## src/rtl/stw_pkg.sv

```systemverilog
package stw_pkg;

    localparam int DATA_W = 32;

    // status bit positions
    localparam int ST_CU_LO  = 28;
    localparam int ST_MX     = 24;
    localparam int ST_SR     = 20;
    localparam int ST_NMI    = 19;
    localparam int ST_KSEG   = 7;
    localparam int ST_SSEG   = 6;
    localparam int ST_USEG   = 5;
    localparam int ST_MODE_LO = 3;

    // thread copy positions
    localparam int TH_CU_LO   = 28;
    localparam int TH_MX      = 27;
    localparam int TH_MODE_LO = 11;

    typedef struct packed {
        logic [3:0] usable;
        logic       mx;
        logic [1:0] mode;
    } mirror_fields_t;

    function automatic mirror_fields_t pick_fields(input logic [DATA_W-1:0] st);
        mirror_fields_t f;
        f.usable = st[ST_CU_LO +: 4];
        f.mx     = st[ST_MX];
        f.mode   = st[ST_MODE_LO +: 2];
        return f;
    endfunction

    function automatic logic [DATA_W-1:0] thread_field_mask(input int asid_w);
        logic [DATA_W-1:0] m;
        m = '0;
        m[TH_CU_LO +: 4]   = 4'hF;
        m[TH_MX]           = 1'b1;
        m[TH_MODE_LO +: 2] = 2'b11;
        for (int i = 0; i < asid_w; i++) m[i] = 1'b1;
        return m;
    endfunction

endpackage

```

## src/rtl/stw_write_filter.sv

```systemverilog
module stw_write_filter
    import stw_pkg::*;
#(
    parameter logic [DATA_W-1:0] WRITE_MASK = 32'hF118_00F8
) (
    input  logic [DATA_W-1:0] old_val,
    input  logic [DATA_W-1:0] wr_data,
    input  logic              rev6_mode,
    input  logic              seg64_en,
    output logic [DATA_W-1:0] new_val
);
    logic [DATA_W-1:0] fdata;
    logic [DATA_W-1:0] fmask;
    logic k_en, s_en, u_en;

    always_comb begin
        fdata = wr_data;
        k_en  = wr_data[ST_KSEG];
        s_en  = wr_data[ST_SSEG] & k_en;
        u_en  = wr_data[ST_USEG] & s_en;
        if (rev6_mode && seg64_en) begin
            fdata[ST_KSEG] = k_en;
            fdata[ST_SSEG] = s_en;
            fdata[ST_USEG] = u_en;
        end
    end

    always_comb begin
        fmask = WRITE_MASK;
        if (rev6_mode) begin
            if (WRITE_MASK[ST_MODE_LO +: 2] == 2'b11 && fdata[ST_MODE_LO +: 2] == 2'b11)
                fmask[ST_MODE_LO +: 2] = 2'b00;
            fmask[ST_SR]  = WRITE_MASK[ST_SR]  & ~fdata[ST_SR];
            fmask[ST_NMI] = WRITE_MASK[ST_NMI] & ~fdata[ST_NMI];
        end
        new_val = (old_val & ~fmask) | (fdata & fmask);
    end
endmodule

```

## src/rtl/stw_thread_mirror.sv

```systemverilog
module stw_thread_mirror
    import stw_pkg::*;
#(
    parameter int ASID_W = 8
) (
    input  logic [DATA_W-1:0] thread_old,
    input  logic [DATA_W-1:0] status_new,
    input  logic [ASID_W-1:0] asid_in,
    output logic [DATA_W-1:0] thread_new
);
    localparam logic [DATA_W-1:0] TMASK = thread_field_mask(ASID_W);

    mirror_fields_t    f;
    logic [DATA_W-1:0] ins;

    always_comb begin
        f   = pick_fields(status_new);
        ins = '0;
        ins[TH_CU_LO +: 4]   = f.usable;
        ins[TH_MX]           = f.mx;
        ins[TH_MODE_LO +: 2] = f.mode;
        ins[ASID_W-1:0]      = asid_in;
        thread_new = (thread_old & ~TMASK) | ins;
    end
endmodule

```

## src/rtl/stw_seg_watch.sv

```systemverilog
module stw_seg_watch
    import stw_pkg::*;
(
    input  logic              clk,
    input  logic              rst,
    input  logic              wr_en,
    input  logic              seg64_en,
    input  logic [2:0]        seg_old,
    input  logic [2:0]        seg_new,
    output logic              flush_req
);
    logic dropped;
    assign dropped = wr_en && seg64_en && |(seg_old & ~seg_new);

    always_ff @(posedge clk) begin
        if (rst) flush_req <= 1'b0;
        else     flush_req <= dropped;
    end

    p_flush_cause_r7: assert property (@(posedge clk) disable iff (rst)
        flush_req |-> $past(wr_en) && $past(seg64_en));
endmodule

```

## src/rtl/status_write_unit.sv

```systemverilog
module status_write_unit
    import stw_pkg::*;
#(
    parameter logic [31:0] WRITE_MASK   = 32'hF118_00F8,
    parameter logic [31:0] RESET_STATUS = 32'h0018_00E0,
    parameter logic [31:0] RESET_THREAD = 32'h0055_0000,
    parameter int          ASID_W       = 8
) (
    input  logic              clk,
    input  logic              rst,
    input  logic              wr_en,
    input  logic [31:0]       wr_data,
    input  logic              rev6_mode,
    input  logic              seg64_en,
    input  logic              mt_en,
    input  logic [ASID_W-1:0] asid_in,
    output logic [31:0]       status_q,
    output logic [31:0]       thread_q,
    output logic              flush_req
);
    logic [DATA_W-1:0] status_nx;
    logic [DATA_W-1:0] thread_nx;

    stw_write_filter #(.WRITE_MASK(WRITE_MASK)) u_filter (
        .old_val   (status_q),
        .wr_data   (wr_data),
        .rev6_mode (rev6_mode),
        .seg64_en  (seg64_en),
        .new_val   (status_nx)
    );

    stw_thread_mirror #(.ASID_W(ASID_W)) u_mirror (
        .thread_old (thread_q),
        .status_new (status_nx),
        .asid_in    (asid_in),
        .thread_new (thread_nx)
    );

    stw_seg_watch u_watch (
        .clk       (clk),
        .rst       (rst),
        .wr_en     (wr_en),
        .seg64_en  (seg64_en),
        .seg_old   (status_q[ST_KSEG:ST_USEG]),
        .seg_new   (status_nx[ST_KSEG:ST_USEG]),
        .flush_req (flush_req)
    );

    always_ff @(posedge clk) begin
        if (rst) begin
            status_q <= RESET_STATUS;
            thread_q <= RESET_THREAD;
        end else if (wr_en) begin
            status_q <= status_nx;
            if (mt_en) thread_q <= thread_nx;
        end
    end

    p_hold_idle_r10: assert property (@(posedge clk) disable iff (rst)
        !wr_en |=> $stable(status_q) && $stable(thread_q));

    p_thread_frozen_r9: assert property (@(posedge clk) disable iff (rst)
        wr_en && !mt_en |=> $stable(thread_q));

    p_sr_noset_r6: assert property (@(posedge clk) disable iff (rst)
        wr_en && rev6_mode && !status_q[ST_SR] |=> !status_q[ST_SR]);

    p_nmi_noset_r6: assert property (@(posedge clk) disable iff (rst)
        wr_en && rev6_mode && !status_q[ST_NMI] |=> !status_q[ST_NMI]);

    generate
        if (WRITE_MASK[ST_MODE_LO +: 2] == 2'b11) begin : g_mode_chk
            p_mode_reserved_r5: assert property (@(posedge clk) disable iff (rst)
                wr_en && rev6_mode && wr_data[ST_MODE_LO +: 2] == 2'b11
                |=> $stable(status_q[ST_MODE_LO +: 2]));
        end
        if (WRITE_MASK[ST_KSEG:ST_USEG] == 3'b111) begin : g_chain_chk
            p_seg_chain_r3: assert property (@(posedge clk) disable iff (rst)
                wr_en && rev6_mode && seg64_en
                |=> (status_q[ST_SSEG] -> status_q[ST_KSEG]) &&
                    (status_q[ST_USEG] -> status_q[ST_SSEG]));
        end
    endgenerate
endmodule

```

## config.mk

```make
export PLATFORM = sky130hd
export DESIGN_NAME = status_write_unit
export DESIGN_NICKNAME = d
export VERILOG_FILES = /design/src/rtl/stw_pkg.sv /design/src/rtl/stw_write_filter.sv /design/src/rtl/stw_thread_mirror.sv /design/src/rtl/stw_seg_watch.sv /design/src/rtl/status_write_unit.sv
export SDC_FILE = /design/constraint.sdc
export NUM_CORES = 1
export LEC_CHECK = 0
export CORE_ASPECT_RATIO = 0.6
export CORE_UTILIZATION = 29
export CTS_CLUSTER_SIZE = 8
export DETAILED_ROUTE_END_ITERATION = 12
export GPL_ROUTABILITY_DRIVEN = 0
export PLACE_DENSITY_LB_ADDON = 0.2
export SKIP_LAST_GASP = 1
export SLEW_MARGIN = 20
export SYNTH_ARGS = -nofsm -noshare
export SYNTH_HDL_FRONTEND = slang
export SYNTH_SLANG_ARGS = --single-unit
```

## constraint.sdc

```tcl
create_clock -name clk -period 0.9 [get_ports clk]
set_clock_uncertainty 0.15 [all_clocks]
set_input_delay 0.09 -clock clk [delete_from_list [all_inputs] [get_ports clk]]
set_output_delay 0.09 -clock clk [all_outputs]
set_load 0.05 [all_outputs]
```

=== Yosys cells after proc, flatten, opt, wreduce, memory -nomap -nowiden ===
Index checks and enable logic that the tools add are counted.
W data, S select, Z words.

* Register bits after elaboration: 65
* Input bits: 46
* Word-level logic and storage cells: 24

* Equal/unequal tests: 1
* Muxes and demuxes: 4
* Bitwise logic cells: 11
* Reduce and logical (&&, ||, !) cells: 5

{| class="wikitable"
|+ Operator list
! cell !! count
|-
| $and A32 B32 Y32 || 2
|-
| $not A32 Y32 || 1
|-
| $or A27 B32 Y32 || 1
|-
| $or A32 B32 Y32 || 1
|-
| $mux W2 || 4
|-
| $and A3 B3 Y3 || 1
|-
| $logic_and A1 B1 Y1 || 3
|-
| $not A3 Y3 || 1
|-
| $reduce_or A3 Y1 || 1
|-
| $and A1 B1 Y1 || 2
|-
| $eq A2 B2 Y1 const B || 1
|-
| $not A1 Y1 || 2
|-
| $reduce_and A2 Y1 || 1
|}

=== Logic depth before layout (Yosys ltp) ===
Gate-level depths: netlist of run 1.

* Word-level depth: 10
* Depth in mapped cells: 5
* Mapped depth without buffers: 4

=== By module ===
A second synthesis of run 1 with hierarchy kept.

* Cells, all modules: 323
* Area total of the unflattened synthesis: 3081.7 µm²

{| class="wikitable"
|+ Modules (own cells, without submodules)
! module !! times used !! cells each !! area an instance (µm²)
|-
| status_write_unit || 1 || 246 || 2523.7
|-
| stw_write_filter || 1 || 39 || 265.3
|-
| stw_thread_mirror || 1 || 32 || 240.2
|-
| stw_seg_watch || 1 || 6 || 52.6
|}

=== Worst setup path before layout of run 1 ===
No wires, ideal clock.

* Kind: register to register
* From: register status_q[7]
* To: register u_watch.flush_req
* Arrival time: 0.975 ns
* Data required time: 0.672 ns
* Path slack: -0.303 ns
* Cell stages (with the launch flop): 3
* Period minus slack after synthesis: 1.203 ns
* Path through: dfxtp_1 > a222oi_1 > nor3_1

* Word-level cells in the longest chain between the ends: 6

{| class="wikitable"
|+ RTL lines
! what !! RTL line !! text
|-
| start, declared || status_write_unit.sv:17 || <nowiki>output logic [31:0] status_q,</nowiki>
|-
| start signal, assigned || status_write_unit.sv:54 || <nowiki>status_q <= status_nx;</nowiki>
|-
| $and A32 B32 Y32 || stw_write_filter.sv:36 || <nowiki>new_val = (old_val & ~fmask) | (fdata & fmask);</nowiki>
|-
| $or A32 B32 Y32 || stw_write_filter.sv:36 ||
|-
| $not A3 Y3 || stw_seg_watch.sv:13 || <nowiki>assign dropped = wr_en && seg64_en && |(seg_old & ~seg_new);</nowiki>
|-
| $and A3 B3 Y3 * || stw_seg_watch.sv:13 ||
|-
| $reduce_or A3 Y1 * || stw_seg_watch.sv:13 ||
|-
| $logic_and A1 B1 Y1 * || stw_seg_watch.sv:13 ||
|-
| end signal, assigned || stw_seg_watch.sv:17 || <nowiki>else flush_req <= dropped;</nowiki>
|-
| end, declared || stw_seg_watch.sv:10 || <nowiki>output logic flush_req</nowiki>
|}

Mark *: on every way between the ends. The rest lies on a longest branch, timed or not.
A chain may end at the register's enable or synchronous reset.

=== Worst setup path after layout of run 1 ===
* From: register status_q[7]
* To: output status_q[7]

No word-level cell between the ends.

==> impl_metrics.csv, run 1 <==
group,metric,value,unit
synthesis,yosysMostFrequentCell,"buf_4",
sta,slew_violations,0,
synthesis,ys_seq_area_share,42.7,%
placed_design,port_buffers,53,
sta,rsz0062_at_grt,"yes",
synthesis,synth_edf_count,0,
worst_setup_path,end_kind,"output port",
clocking,cts_tree,"done",
sta,fin_hold_ws,0.0289,ns
clocking,clk-insertion-delay-late,0.27,ns
clocking,clock-root-buffer,"clkbuf_8",
pwr,p_int,2100,µW
pwr,p_sw_share,36.6,%
clocking,cts_buffers,3,
sta,fin_crit_sh,125,%
layout,diodes,0,
worst_setup_path,worstRegToRegCells,3,
worst_setup_path,slowest_delay,0.36,ns
route,drt-wirelength-per-cell,10.8,µm
route,dr.pass1.iters,4,
worst_setup_path,r2r_slack,-0.20,ns
min_path,hold-path-cell-count,3,
floorplan,core_area,4230,µm²
floorplan,initial_core_util,31.0,%
global_route,groute.usage.overall,13.3,%
worst_setup_path,endpoint,"status_q[7]",
sta,fin_tns_setup,-4.11,ns
worst_setup_path,critPathLaunch,"status_q[7]$_SDFFE_PP1P_",
worst_setup_path,crit_type,"flop to output port",
layout,nets,279,
synthesis,synth.distinct_cells,22,
synthesis,synth_async_sr_flop_share,0,%
route,ant_nets,0,
pwr,p_seq_share,41.8,%
min_path,worstHoldStart,"wr_en",
route,wirelength,3170,µm
min_path,hp-class,"input pin to flop",
synthesis,yosys_register_bits,28,
global_route,grt_overflow,0,
worst_setup_path,crit_chain,"buf_6 -> buf_12",
global_route,grt_max_degree,17,
clocking,cts_hold_buf,0,
worst_setup_path,slowest_stage,"dfxtp_4",
pwr,switchingPower,1210,µW
floorplan,rows,18,
route,drt_iter0_markers,29,
global_route,grt_pass1_wl,4690,µm
worst_setup_path,r2r-end,"u_watch.flush_req$_SDFF_PP0_",
synthesis,synth.area.top_cells,"dfxtp_1 43%, buf_4 22%, nand2_1 10%",
pwr,power_density,1410,nW/µm²
pwr,pwr-share-clk,21.0,%
outcome,failed_checks,"setup timing",
synthesis,muxShareOfSynthArea,3.81,%
placed_design,place_hpwl,2340,µm
synthesis,syn-cell-area,1310,µm²
global_route,grt_pass1_vias,957,
synthesis,synth_top_family_by_area,"buffers and inverters",
sta,fin_ws,-0.227,ns
worst_setup_path,cp.required,0.66,ns
route,drc,0,
worst_setup_path,cp-start-kind,"flop",
pwr,p_leak,0.00102,µW
floorplan,die_w,88.9,µm
synthesis,synth_area_per_cell,8.26,µm²
synthesis,synthSimpleGateAreaFrac,14.8,%
placed_design,place_ws,-0.579,ns
synthesis,synth_top_cell_by_area,"dfxtp_1",
floorplan,die_h,54.1,µm
synthesis,synth_top_area_share,42.7,%
synthesis,synthTopCellsByCount,"38 x buf_4, 35 x nand2_1, 28 x dfxtp_1",
route,via_per_inst,4.00,
outcome,status,"complete, but fails checks",
synthesis,synthAdderAreaFrac,0,%
synthesis,synth_compound_area_share,13.3,%
floorplan,io_pins,111,
route,vias,1167,
pwr,vdd_ir_drop_max,516,µV
clocking,path_clk_slew,0.10,ns
clocking,h-tree-depth,1,
global_route,antenna_found_initial,0,
sta,fin_crit,1.13,ns
layout,drive_above_1_share,38.8,%
synthesis,synth_ff_type,"dfxtp_1",
clocking,clock_sinks,28,
worst_setup_path,crit_path_max_fanout,3,
sta,setup_violations,34,
pwr,combinationalPowerShare,37.3,%
worst_setup_path,r2r-start,"status_q[5]$_SDFFE_PP1P_",
pwr,totalPowerFinal,3300,µW
synthesis,yosys_warnings,0,
worst_setup_path,cp.arrival,0.89,ns
sta,hold_viol,0,
clocking,clockBufferDepth,2,
synthesis,syn_inst,159,
layout,syn2layout_area_growth,78.0,%
sta,fmax,887,MHz
synthesis,synth_xor_area_share,0,%
run,max_cap_viol_count,0,
floorplan,die-area,4810,µm²
-- logic make-up (layout without fill, tap and decap cells) --
group	count (synthesis)	in the layout
AND/OR/NAND/NOR	48	48
other	2	37
flip-flops	28	28
AO/OA/AOI/OAI	30	30
multiplexers	5	5
buffers and inverters	46	84
-- worst min path at each step --
stage,to,slack [ns]
global route,status_q[6]$_SDFFE_PP1P_,0.03
detailed placement,thread_q[2]$_SDFFE_PP0P_,0.31
floorplan,status_q[7]$_SDFFE_PP1P_,0.06
finish,status_q[6]$_SDFFE_PP1P_,0.03
CTS,status_q[7]$_SDFFE_PP1P_,0.08
global placement,thread_q[7]$_SDFFE_PP0P_,0.31
-- cell usage in the layout (no fill, tap or decap), drive strengths merged, types with 4 or more instances in the layout --
cell type	Yosys	final
buf	44	52
nor2	7	7
conb	2	37
a21oi	18	18
clkdlybuf4s50	0	18
dfxtp	28	28
clkbuf	0	4
nand2	35	35
o211ai	4	4
mux2i	5	5
dlygate4sd2	0	6
-- cell type report --
class                   instances  area [µm²]
fillers                       396        1900
repair buffers                 77        1020
flip-flops and latches         28         611
multi-input cells             120         573
well taps                      60        75.1
clock buffers                   3        41.3
inverters                       2        8.76
clock inverters                 1        3.75
repair inverters                1        3.75
-- flip-flops by register name, summed over array words and instances, names as in the netlist --
register           count
status_q              12
thread_q              15
u_watch.flush_req      1
-- power groups by stage --
stage | Sequential, µW | Combinational, µW | Clock, µW
CTS | 1380 | 1220 | 722
global route | 1390 | 1290 | 787
detailed placement | 1410 | 1190 | 0
finish | 1380 | 1230 | 693
global placement | 1410 | 1190 | 0
floorplan | 1600 | 607 | 0
-- stage by stage --
step	area, µm²	utilization [%]	instances
finish	2340	55.2	292
global route	2340	55.2	292
floorplan	1490	-	194
CTS	2310	54.6	288
detailed placement	2210	52.2	280
global placement	2210	52.2	280
-- repair_timing --
| action | in CTS | in global routing |
|---|---|---|
| gates cloned | 1 | 0 |
| pin swaps | 6 | 8 |
| resized for setup | 21 | 2 |
| endpoints found under the hold margin | 0 | 0 |
| endpoints found under the setup margin | 56 | 38 |
| buffers inserted | 3 | 4 |
-- critical path, delay by kind of cell, from the launching register on --
kind,cells,cell delay [ns]
flops,1,0.36
buf+inv,2,0.24
-- metal layers --
layer | part of all wire, % | track usage (%)
met5 | 0 | 0
met4 | 0.13 | 2.42
met3 | 7.6 | 4.45
met2 | 42 | 19.1
met1 | 51 | 19.3
Note: power is estimated with default switching activity, not from simulation.
==> inputs of run 2 (changes only) <==
- CORE_UTILIZATION: 29 -> 34
- clock period: 0.9 -> 1.4 ns (I/O delays scaled with it)
==> run 2 against run 1 <==
Net effect:
- the flow now finishes without violations
- final cell count is 9.9% lower
- via count fell by 6.0%
- flip-flop and latch count did not move
- wire length down 11%
- utilization is 2.3 points higher
- non-clock buffer count fell by 14
- first-iteration DRC count is 55% higher
- total power is 38% lower
- register-to-register slack improved by 0.50 ns
- cell area shrank 9.5%
- combinational power decreased by 40%
- critical path type is now input pin to flop
- largest cell class unchanged
==> impl_metrics.csv, run 2 (synthesis results as in run 1) <==
group,metric,value,unit
sta,fin_crit_sh,91.8,%
floorplan,die_h,50.2,µm
clocking,path_clk_slew,0.09,ns
sta,fmax,778,MHz
sta,rsz0062_at_grt,"no",
worst_setup_path,slowest_delay,0.51,ns
global_route,use_met2,23.7,%
layout,diodes,0,
worst_setup_path,crit_buf_inv,1,
route,ant_nets,0,
route,drt-wirelength-per-cell,10.7,µm
clocking,clock_sinks,28,
placed_design,dpl_cell_area,2070,µm²
global_route,groute.usage.overall,13.8,%
layout,drive_above_1_share,19.4,%
worst_setup_path,cp.required,1.40,ns
pwr,p_leak,0.000905,µW
route,vias,1097,
floorplan,rows,17,
placed_design,port_buffers,53,
worst_setup_path,slowest_stage,"clkdlybuf4s50_1",
floorplan,initial_core_util,35.7,%
route,drc,0,
min_path,hp-class,"input pin to flop",
sta,fin_crit,1.29,ns
clocking,cts_resized,0,
route,wirelength,2810,µm
sta,hold_viol,0,
clocking,clock-root-buffer,"clkbuf_8",
pwr,p_seq_share,43.5,%
layout,final_common_cell,"conb_1",
floorplan,io_pins,111,
global_route,grt.busiest_layer,"met2",
worst_setup_path,cp-start-kind,"input pin",
pwr,p_sw_share,36.2,%
clocking,clk-insertion-delay-late,0.26,ns
clocking,cts_buffers,3,
pwr,switchingPower,737,µW
clocking,clockBufferDepth,2,
pwr,combinationalPowerShare,36.1,%
clocking,cts_setup_buffers,0,
clocking,cts_tree,"done",
layout,regMostFlops,"thread_q",
clocking,cts_hold_buf,0,
layout,top_regs,"thread_q x15, status_q x12, u_watch.flush_req x1",
worst_setup_path,crit_chain,"clkdlybuf4s50_1 -> and2_1 -> o21ai_1 -> a222oi_1 -> nor3_1",
sta,slew_violations,0,
run,max_cap_viol_count,0,
route,drt_iter0_markers,45,
pwr,power_density,963,nW/µm²
sta,setup_violations,0,
layout,nets,264,
layout,syn2layout_area_growth,61.0,%
worst_setup_path,cp.arrival,1.28,ns
worst_setup_path,end_kind,"flop",
floorplan,die_w,82.3,µm
global_route,grt_overflow,0,
global_route,use_met1,17.2,%
pwr,vdd_ir_drop_max,454,µV
pwr,p_int,1300,µW
layout,layout_common_cells,"37 x conb_1, 35 x nand2_1, 28 x buf_12, 28 x dfxtp_1, 25 x clkdlybuf4s50_1",
worst_setup_path,path_delay_family,"buffers and inverters",
pwr,totalPowerFinal,2040,µW
global_route,antenna_found_initial,0,
global_route,grt_pass1_wl,4340,µm
global_route,grt_pass1_vias,955,
floorplan,die-area,4120,µm²
global_route,grt_max_degree,16,
layout,fin_area,2120,µm²
worst_setup_path,crit_type,"input pin to flop",
outcome,status,"finished, final reports clean",
floorplan,core_area,3680,µm²
route,via_per_inst,4.17,
clocking,h-tree-depth,1,
worst_setup_path,crit_path_max_fanout,4,
pwr,pwr-share-clk,20.4,%
layout,largest_register_ffs,15,
global_route,use_met3,4.91,%
placed_design,place_hpwl,2290,µm
route,dr.pass1.iters,4,
## run 2: per-stage QoR
stage | worst slack, ns | hold slack (ns) | cells | util (%) | setup TNS, ns
finish | 0.115 | 0.270 | 263 | 57.5 | 0
global route | 0.0103 | 0.271 | 263 | 57.5 | 0
CTS | 0.0840 | 0.262 | 263 | 57.4 | 0
detailed placement | -0.195 | 0.337 | 260 | 56.3 | -1.52
global placement | -0.162 | 0.332 | 260 | 56.3 | -1.29
floorplan | 0.197 | 0.112 | 194 | - | 0
## run 2: layout make-up
cell class | count | area (µm²)
fillers | 324 | 1560
flip-flops and latches | 28 | 561
well taps | 47 | 58.8
inverters | 2 | 11.3
multi-input cells | 120 | 558
clock buffers | 3 | 41.3
repair buffers | 63 | 886
## run 2: power by group through the flow
stage	logic (µW)	clock network [µW]	registers (µW)
3_3_place_gp	729	0	903
4_1_cts	736	440	886
6_report	736	417	886
2_1_floorplan	390	0	1030
5_1_grt	770	478	892
3_5_place_dp	735	0	905
## run 2: worst min-delay path: cells and delay by family
kind                   cells  cell delay [ns]
buffers and inverters      1             0.40
AND/OR/NAND/NOR            1             0.05
AO/OA/AOI/OAI              1             0.05
## run 2: final timing paths
check | from | endpoint | slack (ns) | cells past startpoint
setup / recovery | wr_data[7] | u_watch.flush_req$_SDFF_PP0_ | 0.11 | 5
hold / removal | asid_in[5] | thread_q[5]$_SDFFE_PP0P_ | 0.27 | 3
setup reg to reg | status_q[7]$_SDFFE_PP1P_ | u_watch.flush_req$_SDFF_PP0_ | 0.30 | 2
hold reg to reg | thread_q[6]$_SDFFE_PP0P_ | thread_q[6]$_SDFFE_PP0P_ | 0.35 | 2
## run 2: metal layers
layer	vias up	share of wire (%)	routed length, µm
met5	-	0	0
met4	0	0.96	27
met3	2	8.9	249
met2	51	45	1270
met1	488	45	1260
li1	556	-	-
